### config.mk
export PLATFORM = sky130hd
export DESIGN_NAME = par_serial_shreg
export DESIGN_NICKNAME = d
export VERILOG_FILES = /design/src/rtl/piso_pkg.sv /design/src/rtl/pss_sync.sv /design/src/rtl/pss_edge.sv /design/src/rtl/pss_core.sv /design/src/rtl/par_serial_shreg.sv
export SDC_FILE = /design/constraint.sdc
export NUM_CORES = 1
export LEC_CHECK = 0
export BUFFER_PORTS_ARGS = -buffer_cell sky130_fd_sc_hd__buf_2
export CAP_MARGIN = 20
export CORE_AREA = 2 2 39 41
export DETAILED_ROUTE_END_ITERATION = 12
export DIE_AREA = 0 0 41 43
export GPL_TIMING_DRIVEN = 1
export PLACE_DENSITY = 0.67
export SLEW_MARGIN = 20
export SYNTH_ARGS = -nofsm -noshare
export SYNTH_HDL_FRONTEND = slang
export SYNTH_SLANG_ARGS = --single-unit
### constraint.sdc
create_clock -name clk -period 1.1 [get_ports clk]
set_input_delay 0.275 -clock clk [delete_from_list [all_inputs] [get_ports clk]]
set_output_delay 0.275 -clock clk [all_outputs]
set_load 0.005 [all_outputs]
### src/rtl/piso_pkg.sv
package piso_pkg;
   typedef enum logic [1:0] {
      OP_HOLD  = 2'd0,
      OP_LOAD  = 2'd1,
      OP_SHIFT = 2'd2
   } piso_op_e;
endpackage

### src/rtl/pss_sync.sv
module pss_sync #(
   parameter int unsigned STAGES  = 2,
   parameter logic        RST_VAL = 1'b1
) (
   input  logic clk,
   input  logic rst,
   input  logic d,
   output logic q
);
   generate
      if (STAGES == 0) begin : g_bypass
         assign q = d;
      end else begin : g_chain
         logic [STAGES-1:0] ff;
         always_ff @(posedge clk) begin
            if (rst) begin
               ff <= {STAGES{RST_VAL}};
            end else begin
               ff[0] <= d;
               for (int i = 1; i < STAGES; i++) ff[i] <= ff[i-1];
            end
         end
         assign q = ff[STAGES-1];
      end
   endgenerate
endmodule

### src/rtl/pss_edge.sv
module pss_edge (
   input  logic clk,
   input  logic rst,
   input  logic lvl,
   output logic rise
);
   logic prev;
   always_ff @(posedge clk) begin
      if (rst) prev <= 1'b1;
      else     prev <= lvl;
   end
   assign rise = lvl & ~prev;
endmodule

### src/rtl/pss_core.sv
module pss_core
   import piso_pkg::*;
#(
   parameter int unsigned WIDTH = 8
) (
   input  logic             clk,
   input  logic             rst,
   input  piso_op_e         op,
   input  logic [WIDTH-1:0] par_in,
   input  logic             ser_in,
   output logic [WIDTH-1:0] q
);
   always_ff @(posedge clk) begin
      if (rst) begin
         q <= '0;
      end else begin
         case (op)
            OP_LOAD:  q <= par_in;
            OP_SHIFT: q <= {q[WIDTH-2:0], ser_in};
            default:  q <= q;
         endcase
      end
   end
endmodule

### src/rtl/par_serial_shreg.sv
module par_serial_shreg
   import piso_pkg::*;
#(
   parameter int unsigned WIDTH       = 8,
   parameter int unsigned SYNC_STAGES = 2
) (
   input  logic             clk,
   input  logic             rst,
   input  logic             load_n,
   input  logic [WIDTH-1:0] par_in,
   input  logic             ser_in,
   input  logic             sclk,
   input  logic             shift_en_n,
   output logic             ser_out,
   output logic             ser_out_n
);
   localparam int unsigned LAST = WIDTH - 1;

   generate
      if (WIDTH < 2) begin : g_width_bad
         $error("par_serial_shreg: WIDTH must be at least 2");
      end
      if (SYNC_STAGES > 4) begin : g_sync_bad
         $error("par_serial_shreg: SYNC_STAGES above 4 is not supported");
      end
   endgenerate

   logic load_s, sclk_s, en_n_s, comb_clk, shift_fire;
   piso_op_e op;
   logic [WIDTH-1:0] q_reg;

   pss_sync #(.STAGES(SYNC_STAGES), .RST_VAL(1'b1)) u_sync_load (
      .clk(clk), .rst(rst), .d(load_n), .q(load_s));
   pss_sync #(.STAGES(SYNC_STAGES), .RST_VAL(1'b1)) u_sync_sclk (
      .clk(clk), .rst(rst), .d(sclk), .q(sclk_s));
   pss_sync #(.STAGES(SYNC_STAGES), .RST_VAL(1'b1)) u_sync_en (
      .clk(clk), .rst(rst), .d(shift_en_n), .q(en_n_s));

   // Gated clock: either pin high blocks the edge of the other.
   assign comb_clk = sclk_s | en_n_s;

   pss_edge u_edge (.clk(clk), .rst(rst), .lvl(comb_clk), .rise(shift_fire));

   // Load is a level override: an edge in a load cycle is dropped.
   always_comb begin
      if (!load_s)         op = OP_LOAD;
      else if (shift_fire) op = OP_SHIFT;
      else                 op = OP_HOLD;
   end

   pss_core #(.WIDTH(WIDTH)) u_core (
      .clk(clk), .rst(rst), .op(op), .par_in(par_in), .ser_in(ser_in), .q(q_reg));

   assign ser_out   = q_reg[LAST];
   assign ser_out_n = ~q_reg[LAST];
endmodule

==> results_dict.tcl, run 1 <==
set metrics [dict create \
    regArea_um2 304 \
    die_h_um 43 \
    r2r-start "u_sync_sclk.g_chain.ff[1]" \
    ys_seq_area_share_pct 53.8 \
    layout_min_cycle_time_ns 1.03 \
    cts_buffers 3 \
    clkTransAtPathRegs_ns 0.09 \
    end_kind "output port" \
    dpl.hpwl_um 701 \
    routed-wl-met2_um 460 \
    hold_depth 2 \
    hold_violations 0 \
    antenna_found_initial 0 \
    path_depth 2 \
    crit_chain "inv_1 > buf_2" \
    multi_input_comb_area_um2 259 \
    largest_reg_flops 8 \
    timing.final.ws_setup_ns 0.0747 \
    vdd_drop_max_uv 650 \
    fin_crit_sh_pct 93.2 \
    ff2ff_path_depth 3 \
    yosys.area.top_type "dfxtp_1" \
    syn-instance-count 61 \
    synthTopCellsByArea "dfxtp_1 54%, a311oi_1 13%, nand2_1 11%" \
    totalWireLength_um 1010 \
    synth_most_common_cell "nand2_1" \
    crit_end "ser_out_n" \
    setup_viol 0 \
    drive_gt1_share_pct 45.6 \
    syn_avg_cell_area_um2 9.15 \
    num-nets-final 94 \
    rr_endpoint "u_core.q[5]" \
    arrival_ns 0.75 \
    grt_setup_unrepaired "no" \
    grt_max_degree 17 \
    clock_path_buffers 2 \
    grt_overflow 0 \
    route.top_layer_used "met3" \
    final.setup_skew_ns 0.00707 \
    cp_top_family "flip-flops" \
    critPathBufInv 2 \
    initial_core_util_pct 40.3 \
    first_global_vias 389 \
    first_pass_iters 4 \
    ant_nets 0 \
    num_vias 466 \
    required_ns 0.82 \
    crit_fanout 3 \
    fin_cells 95 \
    synth_fp_nets 75 \
    yosysWarnings 0 \
    diodes 0 \
    ios 16 \
    portBuffers 15 \
    fmax_ghz 0.975 \
    cts_tree "done" \
    synth_edf_count 0 \
    die_x_um 41 \
    drc 0 \
    wl_met3_um 82 \
    grt_pass1_wl_um 1510 \
    grt_util_all_layers_pct 13.1 \
    wl_met1_um 468 \
    via_per_inst 4.91 \
    p_leak_uw 0.000281 \
    routedWlPerCell_um 10.6 \
    yosys.area.top_type_share_pct 53.8 \
    max_slew_margin_pct 84.5 \
    crit_slowest_cell "dfxtp_2" \
    drt_iter0_drc 11 \
    ys.flop_type "dfxtp_1" \
    postCtsSetupBuffers 0 \
    worstSkewPairLatency_ns 0.28 \
    rows 14 \
    min-delay-path-class "input port to register" \
    reg2reg_slack_ns 0.09 \
    synthArstFlopShare_pct 0 \
    dp_cells 91 \
    core_area_mm2 0.00138 \
    power_uw 976 \
    synthTopCellsByCount "16 x nand2_1, 15 x dfxtp_1, 8 x a311oi_1, 8 x nor2_1, 6 x or2_2" \
    status "completed" \
    p_per_area_mw_per_mm2 1350 \
    slowest_delay_ns 0.34 \
    die_area_mm2 0.00176 \
    cts.sinks 15 \
    cts_htree_levels 1 \
    synthToLayoutAreaGrowth_pct 29.6 \
    ctsRootBufferMaster "clkbuf_4" \
    n_fill_cell 131 \
    start_kind "register" \
    dp_slack_ns -0.0127 \
    netlist_area_um2 558 \
    tightest_slew_ns 0.231 \
    place_congestion 0.691 \
    path_class "register to output port" \
    slew_violations 0 \
    yosysUniqueCellTypes 13 \
    cap_violations 0 \
    ys_seq_elements 15 \
    crit_start "u_core.q[7]" \
]
==> routing by layer <==
layer	up-vias	GRT usage, %
li1	244	-
met1	195	17.1
met2	27	16.9
met3	0	4.71
met4	0	10.0
met5	-	0
==> cell families (layout without fill, tap and decap cells) <==
kind of cell | Yosys count | count (layout) | synth area share [%]
simple gates | 31 | 31 | 24.2
buf+inv | 5 | 23 | 5.60
flops | 15 | 15 | 53.8
compound gates | 10 | 10 | 16.4
==> placed cells by master (no fill, tap or decap), drive strengths merged <==
master	netlist	layout
o21ba	1	1
or3	1	1
inv	1	1
dfxtp	15	15
buf	1	18
clkbuf	3	4
o21bai	1	1
nand2	16	16
or2	6	6
nor2	8	8
a311oi	8	8
==> cell type report <==
cell class	instances	share of cell area (%)
sequential	15	42.0
multi-input combinational	41	35.8
timing repair buffer	18	15.2
clock buffer	4	3.63
tap	16	2.77
inverter	1	0.519
==> power breakdown <==
group          total [uW]  switching [uW]  internal (uW)
logic                85.6            35.6           50.0
clock network         307             167            141
registers             584            14.1            570
total                 976             216            760
==> worst min-delay path by stage <==
| stage | start | end |
|---|---|---|
| after floorplan | shift_en_n | u_sync_en.g_chain.ff[0] |
| after global placement | u_sync_sclk.g_chain.ff[0] | u_sync_sclk.g_chain.ff[1] |
| after detailed placement | u_sync_sclk.g_chain.ff[0] | u_sync_sclk.g_chain.ff[1] |
| after CTS | sclk | u_sync_sclk.g_chain.ff[0] |
| after global routing | load_n | u_sync_load.g_chain.ff[0] |
| final | load_n | u_sync_load.g_chain.ff[0] |
==> stage by stage <==
stage                     hold slack [ns]  instance area, um^2  setup TNS [ns]  util, %
final                               0.173                  723               0     52.3
after detailed placement            0.393                  661         -0.0127     47.7
after global placement              0.391                  661               0     47.7
after global routing                0.158                  723               0     52.3
after CTS                           0.163                  701               0     50.6
after floorplan                     0.379                  558               0        -
==> worst reg2reg max path, delay by kind of cell (launching register included) <==
kind	cells	cell delay (ns)
AO/OA/AOI/OAI	2	0.50
AND/OR/NAND/NOR	1	0.09
flip-flops	1	0.35
==> repair_timing <==
item	in CTS	in global routing
endpoints found under the hold margin	0	0
pin swaps	0	3
setup endpoints to repair	4	6
hold buffers	0	0
resized for setup	3	6
cloned	0	0
Note: power is estimated with default switching activity, not from simulation.
==> run 2: changes to the inputs <==
--- a/config.mk
+++ b/config.mk
@@ -5,13 +5,14 @@
 export SDC_FILE = /design/constraint.sdc
 export NUM_CORES = 1
 export LEC_CHECK = 0
+export ABC_AREA = 1
 export BUFFER_PORTS_ARGS = -buffer_cell sky130_fd_sc_hd__buf_2
 export CAP_MARGIN = 20
-export CORE_AREA = 2 2 39 41
+export CORE_AREA = 2 2 40 42
 export DETAILED_ROUTE_END_ITERATION = 12
-export DIE_AREA = 0 0 41 43
+export DIE_AREA = 0 0 42 44
 export GPL_TIMING_DRIVEN = 1
-export PLACE_DENSITY = 0.67
+export PLACE_DENSITY = 0.7
 export SLEW_MARGIN = 20
 export SYNTH_ARGS = -nofsm -noshare
 export SYNTH_HDL_FRONTEND = slang
==> run 2 against run 1 <==
- final area is 2.2% higher
- die area is 4.8% higher
- clock-buffer cell count decreased by 1
- sequential power is 2% lower
- first-iteration DRC count is 27% lower
- combinational power down 5.8%
- sequential share of layout area down 1.3 points
- synthesized cell count up 31%
- largest power group unchanged
==> results_dict.tcl, run 2 <==
set metrics [dict create \
    path_class "register to output port" \
    rows 14 \
    yosys.area.top_type "dfxtp_1" \
    yosysWarnings 0 \
    synth_most_common_cell "nand3_1" \
    diodes 0 \
    hold_violations 0 \
    synth_edf_count 0 \
    layout_common_cells "17 x nand3_1, 16 x nand2_1, 15 x buf_2" \
    postPlaceCellArea_um2 711 \
    synth_fp_nets 94 \
    cts_buffers 3 \
    status "completed" \
    setup_viol 0 \
    end_kind "output port" \
    crit_chain "inv_1 > buf_2" \
    layout_min_cycle_time_ns 1.04 \
    syn_avg_cell_area_um2 7.99 \
    netlist_area_um2 639 \
    vdd_drop_max_uv 633 \
    ios 16 \
    drive_gt1_share_pct 30.6 \
    arrival_ns 0.76 \
    grt_pass1_wl_um 2010 \
    die_h_um 44 \
    syn-instance-count 80 \
    place_congestion 0.733 \
    initial_core_util_pct 45.1 \
    slew_violations 0 \
    required_ns 0.82 \
    drc 0 \
    yosysUniqueCellTypes 11 \
    grt_util_all_layers_pct 14.4 \
    crit_slowest_cell "dfxtp_2" \
    slowest_delay_ns 0.34 \
    p_leak_uw 0.000416 \
    final_common_cell "nand3_1" \
    via_per_inst 4.84 \
    final.setup_skew_ns 0.00263 \
    clock_path_buffers 2 \
    finalSetupTns_ns 0 \
    core_area_mm2 0.00142 \
    fin_crit_sh_pct 94.5 \
    portBuffers 15 \
    final_area_um2 739 \
    max_slew_margin_pct 82.3 \
    cts.sinks 15 \
    min-delay-path-class "input port to register" \
    synthToLayoutAreaGrowth_pct 15.7 \
    fmax_ghz 0.962 \
    crit_fanout 3 \
    totalWireLength_um 1120 \
    cts_tree "done" \
    largest_reg_flops 8 \
    num_vias 552 \
    synthTopCellsByCount "17 x nand3_1, 16 x nand2_1, 15 x dfxtp_1" \
    cts_htree_levels 1 \
    grt_max_degree 17 \
    synthTopCellsByArea "dfxtp_1 47%, nand3_1 13%, nand2_1 9.4%" \
    start_kind "register" \
    antenna_found_initial 0 \
    die_area_mm2 0.00185 \
    cts_resized 0 \
    first_pass_iters 4 \
    ant_nets 0 \
    timing.final.ws_setup_ns 0.0601 \
    synthArstFlopShare_pct 0 \
    worstSkewPairLatency_ns 0.28 \
    hold_buffers 0 \
    ys_seq_area_share_pct 47.0 \
    fin_util_pct 52.1 \
    die_x_um 42 \
    tightest_slew_ns 0.265 \
    ys_seq_elements 15 \
    routedWlPerCell_um 9.86 \
    first_global_vias 531 \
    postCtsSetupBuffers 0 \
    ys.flop_type "dfxtp_1" \
    cap_violations 0 \
    yosys.area.top_type_share_pct 47.0 \
    grt_setup_unrepaired "no" \
    num-nets-final 113 \
    dp_slack_ns 0.153 \
    dpl.hpwl_um 808 \
    p_per_area_mw_per_mm2 1300 \
    grt_overflow 0 \
    clkTransAtPathRegs_ns 0.08 \
    drt_iter0_drc 8 \
    ctsRootBufferMaster "clkbuf_4" \
]
[run 2: changes by cell type after synthesis, moves of 2 or more]
cell	before	now
a311oi_1	8	0
nand2_4	0	2
nand3_1	0	17
nand4_1	0	8
inv_1	1	12
nor2_1	8	0
[run 2: where the power goes]
part / switching (uW) / internal (uW) / leakage, uW
registers: 7.32 / 563 / 0.000123
logic: 41.5 / 39.1 / 0.000275
clock network: 172 / 135 / 0.0000177
[run 2: critical path: cells and delay by family, from the launching register on]
family,cells,cell delay (ns)
flip-flops,1,0.34
buffers and inverters,2,0.14
[run 2: metrics by stage]
stage               hold WS [ns]  std cells  total power [uW]
finish                     0.169        114               958
global route               0.162        114              1010
CTS                        0.161        114               976
global placement           0.395        110               662
floorplan                  0.379         80               636
detailed placement         0.397        110               664
[run 2: worst paths after layout]
kind | startpoint | endpoint | slack, ns | cells after the start
max | u_core.q[7] | ser_out_n | 0.06 | 2
min | sclk | u_sync_sclk.g_chain.ff[0] | 0.17 | 2
max reg2reg | u_sync_sclk.g_chain.ff[1] | u_core.q[0] | 0.16 | 7
min reg2reg | u_sync_load.g_chain.ff[0] | u_sync_load.g_chain.ff[1] | 0.42 | 1
[run 2: layout make-up]
class                      count  area, um^2
clock inverter                 1        5.00
inverter                      14        52.6
multi-input combinational     49         255
fill                         144         679
sequential                    15         302
tap                           16        20.0
timing repair buffer          16        82.6
clock buffer                   3        22.5
[run 2: cells by family after synthesis]
logic type	after synthesis	synth area share, %
flip-flops	15	47.0
AND/OR/NAND/NOR	49	39.9
buffers and inverters	16	13.1
[run 2: routing by layer]
| metal | vias up | share of wire (%) | global-route usage, % |
|---|---|---|---|
| li1 | 294 | - | - |
| met1 | 239 | 49 | 17.0 |
| met2 | 17 | 45 | 24.1 |
| met3 | 2 | 4.0 | 2.50 |
| met4 | 0 | 1.3 | 9.68 |
| met5 | - | 0 | 0 |
